### config.mk
export PLATFORM = sky130hd
export DESIGN_NAME = dmairq_agg
export DESIGN_NICKNAME = d
export VERILOG_FILES = /design/src/rtl/dmairq_pkg.sv /design/src/rtl/dmairq_regdec.sv /design/src/rtl/dmairq_chan.sv /design/src/rtl/dmairq_line.sv /design/src/rtl/dmairq_agg.sv
export SDC_FILE = /design/constraint.sdc
export NUM_CORES = 1
export LEC_CHECK = 0
export ABC_AREA = 0
export BUFFER_PORTS_ARGS = -buffer_cell sky130_fd_sc_hd__buf_2
export CAP_MARGIN = 20
export CORE_ASPECT_RATIO = 0.6
export CORE_UTILIZATION = 45
export CTS_CLUSTER_DIAMETER = 30
export DETAILED_ROUTE_END_ITERATION = 8
export GPL_ROUTABILITY_DRIVEN = 0
export HOLD_SLACK_MARGIN = 0.02
export PLACE_DENSITY = 0.67
export SLEW_MARGIN = 20
export SYNTH_ARGS = -nofsm -noshare
export SYNTH_HDL_FRONTEND = slang
export SYNTH_SLANG_ARGS = --single-unit
### constraint.sdc
create_clock -name clk -period 2.12 [get_ports clk]
set_input_delay 0.424 -clock clk [delete_from_list [all_inputs] [get_ports clk]]
set_output_delay 0.424 -clock clk [all_outputs]
set_load 0.02 [all_outputs]
### src/rtl/dmairq_pkg.sv
package dmairq_pkg;

    localparam int EVT_W     = 12;
    localparam int NUM_LINES = 4;
    localparam int ADDR_W    = 12;
    localparam int IDX_W     = 5;

    localparam logic [EVT_W-1:0] CH_MASK_KEEP  = 12'h9BE;
    localparam logic [EVT_W-1:0] CH_MASK_RESET = 12'h003;

    localparam logic [31:0] ID_WORD    = 32'h0000_0040;
    localparam logic [31:0] READY_WORD = 32'h0000_0001;
    localparam logic [31:0] CFG_KEEP   = 32'h0000_3321;
    localparam logic [31:0] GCTL_KEEP  = 32'h00FF_00FF;
    localparam int          CFG_SRST_BIT = 1;

    localparam logic [ADDR_W-1:0] A_ID       = 12'h000;
    localparam logic [ADDR_W-1:0] A_LSTAT0   = 12'h008;
    localparam logic [ADDR_W-1:0] A_LEN0     = 12'h018;
    localparam logic [ADDR_W-1:0] A_READY    = 12'h028;
    localparam logic [ADDR_W-1:0] A_CFG      = 12'h02C;
    localparam logic [ADDR_W-1:0] A_GCTL     = 12'h078;
    localparam logic [ADDR_W-1:0] A_WIN0     = 12'h080;
    localparam int                WIN_STRIDE = 96;
    localparam logic [ADDR_W-1:0] W_MASK     = 12'h008;
    localparam logic [ADDR_W-1:0] W_STAT     = 12'h00C;

    typedef struct packed {
        logic                 id;
        logic                 ready;
        logic                 cfg;
        logic                 gctl;
        logic [NUM_LINES-1:0] lstat;
        logic [NUM_LINES-1:0] len;
        logic                 cmask;
        logic                 cstat;
        logic [IDX_W-1:0]     cidx;
    } regsel_t;

    function automatic logic [ADDR_W-1:0] line_addr(input logic [ADDR_W-1:0] base, input int l);
        return base + ADDR_W'(4 * l);
    endfunction

    function automatic logic [ADDR_W-1:0] win_addr(input int c, input logic [ADDR_W-1:0] off);
        return A_WIN0 + ADDR_W'(c * WIN_STRIDE) + off;
    endfunction

    function automatic logic sel_mapped(input regsel_t s);
        return s.id | s.ready | s.cfg | s.gctl | (|s.lstat) | (|s.len) | s.cmask | s.cstat;
    endfunction

endpackage

### src/rtl/dmairq_regdec.sv
module dmairq_regdec
    import dmairq_pkg::*;
#(
    parameter int NUM_CH = 8
) (
    input  logic [ADDR_W-1:0] addr,
    output regsel_t           sel
);

    always_comb begin
        sel       = '0;
        sel.id    = (addr == A_ID);
        sel.ready = (addr == A_READY);
        sel.cfg   = (addr == A_CFG);
        sel.gctl  = (addr == A_GCTL);
        for (int l = 0; l < NUM_LINES; l++) begin
            sel.lstat[l] = (addr == line_addr(A_LSTAT0, l));
            sel.len[l]   = (addr == line_addr(A_LEN0, l));
        end
        for (int c = 0; c < NUM_CH; c++) begin
            if (addr == win_addr(c, W_MASK)) begin
                sel.cmask = 1'b1;
                sel.cidx  = IDX_W'(c);
            end
            if (addr == win_addr(c, W_STAT)) begin
                sel.cstat = 1'b1;
                sel.cidx  = IDX_W'(c);
            end
        end
    end

endmodule

### src/rtl/dmairq_chan.sv
module dmairq_chan
    import dmairq_pkg::*;
(
    input  logic             clk,
    input  logic             clr,
    input  logic [EVT_W-1:0] evt,
    input  logic             mask_we,
    input  logic             stat_we,
    input  logic [EVT_W-1:0] wdata,
    output logic [EVT_W-1:0] mask_q,
    output logic [EVT_W-1:0] stat_q,
    output logic             hit
);

    logic [EVT_W-1:0] accepted;
    logic [EVT_W-1:0] wipe;

    assign accepted = evt & mask_q;
    assign hit      = |accepted;
    assign wipe     = stat_we ? wdata : '0;

    always_ff @(posedge clk) begin
        if (clr) begin
            mask_q <= CH_MASK_RESET;
            stat_q <= '0;
        end else begin
            if (mask_we) begin
                mask_q <= wdata & CH_MASK_KEEP;
            end
            stat_q <= (stat_q & ~wipe) | accepted;
        end
    end

    AST_MASK_KEEP: assert property (@(posedge clk) disable iff (clr)
        mask_we |=> ((mask_q & ~CH_MASK_KEEP) == '0));

    AST_STICKY_HOLD: assert property (@(posedge clk) disable iff (clr)
        !stat_we |=> ((stat_q & $past(stat_q)) == $past(stat_q)));

    AST_CH_SET_WINS: assert property (@(posedge clk) disable iff (clr)
        (stat_we && hit) |=> ((stat_q & $past(accepted)) == $past(accepted)));

endmodule

### src/rtl/dmairq_line.sv
module dmairq_line
    import dmairq_pkg::*;
#(
    parameter int NUM_CH = 8
) (
    input  logic              clk,
    input  logic              clr,
    input  logic [NUM_CH-1:0] summary,
    input  logic              en_we,
    input  logic              stat_we,
    input  logic [NUM_CH-1:0] wdata,
    output logic [NUM_CH-1:0] en_q,
    output logic [NUM_CH-1:0] stat_q,
    output logic              irq
);

    logic [NUM_CH-1:0] routed;
    logic [NUM_CH-1:0] wipe;

    assign routed = summary & en_q;
    assign wipe   = stat_we ? wdata : '0;
    assign irq    = |stat_q;

    always_ff @(posedge clk) begin
        if (clr) begin
            en_q   <= '0;
            stat_q <= '0;
        end else begin
            if (en_we) begin
                en_q <= wdata;
            end
            stat_q <= (stat_q & ~wipe) | routed;
        end
    end

    AST_LINE_RAISE: assert property (@(posedge clk) disable iff (clr)
        (routed != '0) |=> irq);

    AST_LINE_DROP: assert property (@(posedge clk) disable iff (clr)
        (stat_we && ((wdata & stat_q) == stat_q) && (routed == '0)) |=> !irq);

endmodule

### src/rtl/dmairq_agg.sv
module dmairq_agg
    import dmairq_pkg::*;
#(
    parameter int NUM_CH = 8
) (
    input  logic                    clk,
    input  logic                    rst,
    input  logic                    wr_en,
    input  logic                    rd_en,
    input  logic [ADDR_W-1:0]       addr,
    input  logic [31:0]             wdata,
    output logic [31:0]             rdata,
    input  logic [EVT_W*NUM_CH-1:0] ch_evt,
    output logic [NUM_LINES-1:0]    irq_o
);

    regsel_t           sel;
    logic              soft_rst;
    logic              clr;
    logic [NUM_CH-1:0] summary;
    logic [EVT_W-1:0]  ch_mask [NUM_CH];
    logic [EVT_W-1:0]  ch_stat [NUM_CH];
    logic [NUM_CH-1:0] ln_en   [NUM_LINES];
    logic [NUM_CH-1:0] ln_stat [NUM_LINES];
    logic [31:0]       cfg_q;
    logic [31:0]       gctl_q;
    logic [31:0]       rd_next;
    logic [31:0]       rdata_q;

    dmairq_regdec #(.NUM_CH(NUM_CH)) u_dec (
        .addr (addr),
        .sel  (sel)
    );

    assign soft_rst = wr_en & sel.cfg & wdata[CFG_SRST_BIT];
    assign clr      = rst | soft_rst;

    for (genvar c = 0; c < NUM_CH; c++) begin : g_ch
        logic pick;
        assign pick = (sel.cidx == IDX_W'(c));
        dmairq_chan u_chan (
            .clk     (clk),
            .clr     (clr),
            .evt     (ch_evt[c*EVT_W +: EVT_W]),
            .mask_we (wr_en & sel.cmask & pick),
            .stat_we (wr_en & sel.cstat & pick),
            .wdata   (wdata[EVT_W-1:0]),
            .mask_q  (ch_mask[c]),
            .stat_q  (ch_stat[c]),
            .hit     (summary[c])
        );
    end

    for (genvar l = 0; l < NUM_LINES; l++) begin : g_line
        dmairq_line #(.NUM_CH(NUM_CH)) u_line (
            .clk     (clk),
            .clr     (clr),
            .summary (summary),
            .en_we   (wr_en & sel.len[l]),
            .stat_we (wr_en & sel.lstat[l]),
            .wdata   (wdata[NUM_CH-1:0]),
            .en_q    (ln_en[l]),
            .stat_q  (ln_stat[l]),
            .irq     (irq_o[l])
        );
    end

    always_ff @(posedge clk) begin
        if (rst) begin
            cfg_q <= '0;
        end else if (wr_en && sel.cfg) begin
            cfg_q <= wdata & CFG_KEEP;
        end
    end

    always_ff @(posedge clk) begin
        if (clr) begin
            gctl_q <= '0;
        end else if (wr_en && sel.gctl) begin
            gctl_q <= wdata & GCTL_KEEP;
        end
    end

    always_comb begin
        rd_next = '0;
        if (sel.id)    rd_next = ID_WORD;
        if (sel.ready) rd_next = READY_WORD;
        if (sel.cfg)   rd_next = cfg_q;
        if (sel.gctl)  rd_next = gctl_q;
        for (int l = 0; l < NUM_LINES; l++) begin
            if (sel.lstat[l]) rd_next = 32'(ln_stat[l]);
            if (sel.len[l])   rd_next = 32'(ln_en[l]);
        end
        for (int c = 0; c < NUM_CH; c++) begin
            if (sel.cidx == IDX_W'(c)) begin
                if (sel.cmask) rd_next = 32'(ch_mask[c]);
                if (sel.cstat) rd_next = 32'(ch_stat[c]);
            end
        end
    end

    always_ff @(posedge clk) begin
        if (rst) begin
            rdata_q <= '0;
        end else if (rd_en) begin
            rdata_q <= rd_next;
        end
    end

    assign rdata = rdata_q;

    AST_ID_FIXED: assert property (@(posedge clk) disable iff (rst)
        (rd_en && sel.id) |=> (rdata == ID_WORD));

    AST_UNMAPPED_ZERO: assert property (@(posedge clk) disable iff (rst)
        (rd_en && !sel_mapped(sel)) |=> (rdata == '0));

    AST_SRST_QUIET: assert property (@(posedge clk) disable iff (rst)
        soft_rst |=> (irq_o == '0));

endmodule

==> impl_results.md <==
- Worst Clk Skew: 0.02173 ns
- Commonest non-fill, non-tap cell in the layout: nand2_1
- Slowest CP cell: nor2_2
- Post-DR vias/cell: 6.255
- Register bit total from synthesis: 276
- GRT Total Usage: 0.3650
- Levels on crit path: 12
- Crit-path most repeated cell: buf_4
- # setup viols final: 0
- Initial drt markers: 2505
- CP Launch Type: input port
- Count of distinct cell types in the synthesized netlist: 81
- Reg2reg start: g_ch[1].u_chan.mask_q[0]
- Die height: 135.0 um
- Crit path cell chain: buf_2, buf_12, nor4b_4, buf_4, buf_4, nand2_1, buf_4, nor2_2, a221oi_1, nand4_1, a211oi_2, a311oi_1
- P per Cell Area: 750.2 mW/mm2
- Synth async-reset ratio: 0
- WS Path Type: input port to register
- Fin util: 0.6077
- Hold_buf cts: 0
- Crit path to: rdata[3]
- Routed wire length: between 50 and 60 mm
- Synth Flop Type: dfxtp_1
- Launch point of the worst path: addr[8]
- CP arrival: 2.56 ns
- R2R Setup Slk: 0.18 ns
- Final slew viol count: 0
- Tot Pwr: 13170 uW
- Vias in the first global route: 13.46k
- # rows: 48
- CP Max Fanout: 13
- Crit. End Element: register
- DP HPWL: 41.56 mm
- Final nets: 2077
- Gate Count Post-Synth: 1628
- Number of port buffers: around 140
- Setup tns final: 0 ns
- Slowest Stage Delay on Critical Path: around 0.32 ns
- Final Hold Viols: 0
- Placed Area: 0.01604 mm2
- CTS tree: done
- Wire per inst: 23.64 um
- CTS buffer count: 40
- Syn_area_per_cell: approximately 8.1 um2
- Worst ir drop on vdd: a little over 0.0005 V
- WP buf/inv: 5
- Cell family with most CP delay: simple AND/OR/NAND/NOR gates
- DRT antenna net count: 0
- Core area: 0.02889 mm2
- DRC errors left: 18
- Clk Latency, worst-skew pair: approximately 0.55 ns
- Most frequent cells in the layout: nand2_1, dfxtp_1, buf_4
- CP Data Required Time: 2.57 ns
- Worst slew margin: 0.4353
- Vias: 14.79k
- Initial Util: 0.4592
- Clock Sinks: ~280
- Area Growth Syn to Fin: 32.35%
- Mapped cell area: roughly 0.013 mm2
- Worst-path clk slew: about 0.060 ns
- Post-synth EDFFs: 0
- Max Cap Violations: 0
- First-pass DRT Iterations: 9
- Fmax: 0.4743 GHz
- Worst reg2reg endpoint: g_line[1].u_line.stat_q[1]
- Outcome: complete, but fails checks
- Final instance area: 0.01755 mm2
- Full die area: 0.03019 mm2
- Failing checks: DRC
- Worst hold path class: input port to register
- Worst reg2reg path depth: 6
- Initial antenna violation count: 0
- Hold Path Stages: 3
- Final Critical Period: 2.108 ns
- First-pass GRT wire length: 82.74 mm
- Clk root buf: clkbuf_16
- Sequential area share after synthesis: 0.4166
- Final period util: 0.9945
- FILL cells: 2505
- Total grt overflow: 0
- Largest net degree at the start of global routing: 70
- IO Pins: 180
- Clk buf depth: 3
- Unrepaired setup endpoints after global routing: false
- Die width: 223.6 um
- Max H-tree Level: 2
- Leak pwr: about 0.007 uW
- Layout cells sized above 1: 0.2811
- Synth warn: 0
- Slew of the pin with the lowest slew margin: 0.8471 ns
[registers in the layout, summed over array words and instances (netlist names)]
register,count
g_ch.u_chan.stat_q,96
g_ch.u_chan.mask_q,72
g_line.u_line.en_q,32
g_line.u_line.stat_q,32
rdata,22
gctl_q,16
cfg_q,6
[stage by stage]
stage | setup slack (ns) | hold slack, ns | cells
global route | 0.002621 | 0.1374 | 2364
floorplan | -0.09238 | 0.4319 | 1637
finish | 0.01166 | 0.1399 | 2365
CTS | 0.006486 | 0.1214 | 2362
detailed placement | -0.6196 | 0.4471 | 2289
global placement | -0.6348 | 0.4357 | 2289
[final cells by class]
class | instances | area, um2 | share of cell area
timing repair buffer | 400 | 2948 | 0.1679
multi-input combinational | 1207 | 7143 | 0.4069
clock inverter | 22 | 270.3 | 0.01540
antenna | 1 | 2.502 | 0.0001426
sequential | 276 | 5525 | 0.3148
tap | 400 | 500.5 | 0.02851
clock buffer | 51 | 1135 | 0.06465
inverter | 8 | 30.03 | 0.001711
[kinds of logic (layout without fill, tap and decap cells)]
logic type | Yosys count | in the layout | share of synthesized area
simple gates | 761 | 761 | 0.2809
xor+xnor | 2 | 2 | 0.001321
buf+inv | 154 | 481 | 0.06216
mux | 28 | 28 | 0.02198
compound gates | 406 | 406 | 0.2168
flops | 276 | 276 | 0.4166
other cells | 1 | 11 | 0.0002827
[where the power goes]
part           internal (uW)  leakage [uW]  switching (uW)  total [uW]
logic                    349       0.00397             624         973
clock network           4240      0.000667            2710        6950
registers               5220       0.00223            29.4        5250
total                   9810       0.00687            3360       13200
[metal layers]
layer / share of wire / GRT usage
met4: 0.027 / 0.1020
met3: 0.17 / 0.1408
met1: 0.42 / 0.5380
met2: 0.38 / 0.4827
met5: 0 / 0
[Yosys cell counts, types with 4 or more instances]
cell      number  area [um2]
buf_6          6       67.56
mux2i_1       19       190.2
and3_1        41       256.5
nor4bb_1       4       40.04
o22ai_1        5       31.28
nor4_1        13       81.33
mux2_2         9       101.4
a22o_1         9       78.83
or4b_1         5       50.05
o21ai_0        9       45.04
nor4b_2        6       90.09
buf_1          4       15.01
nand4_1       17       106.4
a22oi_1      167        1254
clkbuf_1      41       153.9
a221oi_1      13       113.9
nor3_2         9       90.09
o31ai_1        4       30.03
nor2_1       159       596.8
dfxtp_1      276        5525
nor4_4         6       127.6
and2_1         5       31.28
a222oi_1      17       170.2
nand2_2        6       37.54
inv_1          8       30.03
a31oi_1        5       31.28
or4_1          4       30.03
a211oi_1       6       45.04
buf_4         33       247.7
buf_2         61       305.3
nand2_1      328        1231
a21oi_1      116       580.6
a221o_1        5       50.05
nand3_1      112       560.5
a21o_1         4       30.03
nor3_1        11       55.05
o21ai_1       11       55.05
[worst min-delay path: cells and delay by family]
family | cells | cell delay (ns)
compound gates | 1 | 0.05
buf+inv | 1 | 0.10
simple gates | 1 | 0.05
[timing repair]
| item | 4_1_cts | 5_1_grt |
|---|---|---|
| buffers inserted | 0 | 2 |
| gates resized for setup | 3 | 21 |
| cloned | 0 | 0 |
| endpoints found under the setup margin | 5 | 24 |
| pin swaps | 1 | 8 |
[worst min-delay path by stage]
stage | startpoint | endpoint | slack (ns)
finish | wdata[23] | gctl_q[23] | 0.14
global route | wdata[21] | gctl_q[21] | 0.14
CTS | wdata[23] | gctl_q[23] | 0.12
detailed placement | cfg_q[13] | cfg_q[13] | 0.45
global placement | rdata[23] | rdata[23] | 0.44
floorplan | gctl_q[7] | gctl_q[7] | 0.43
Note: power is estimated with default switching activity, not from simulation.
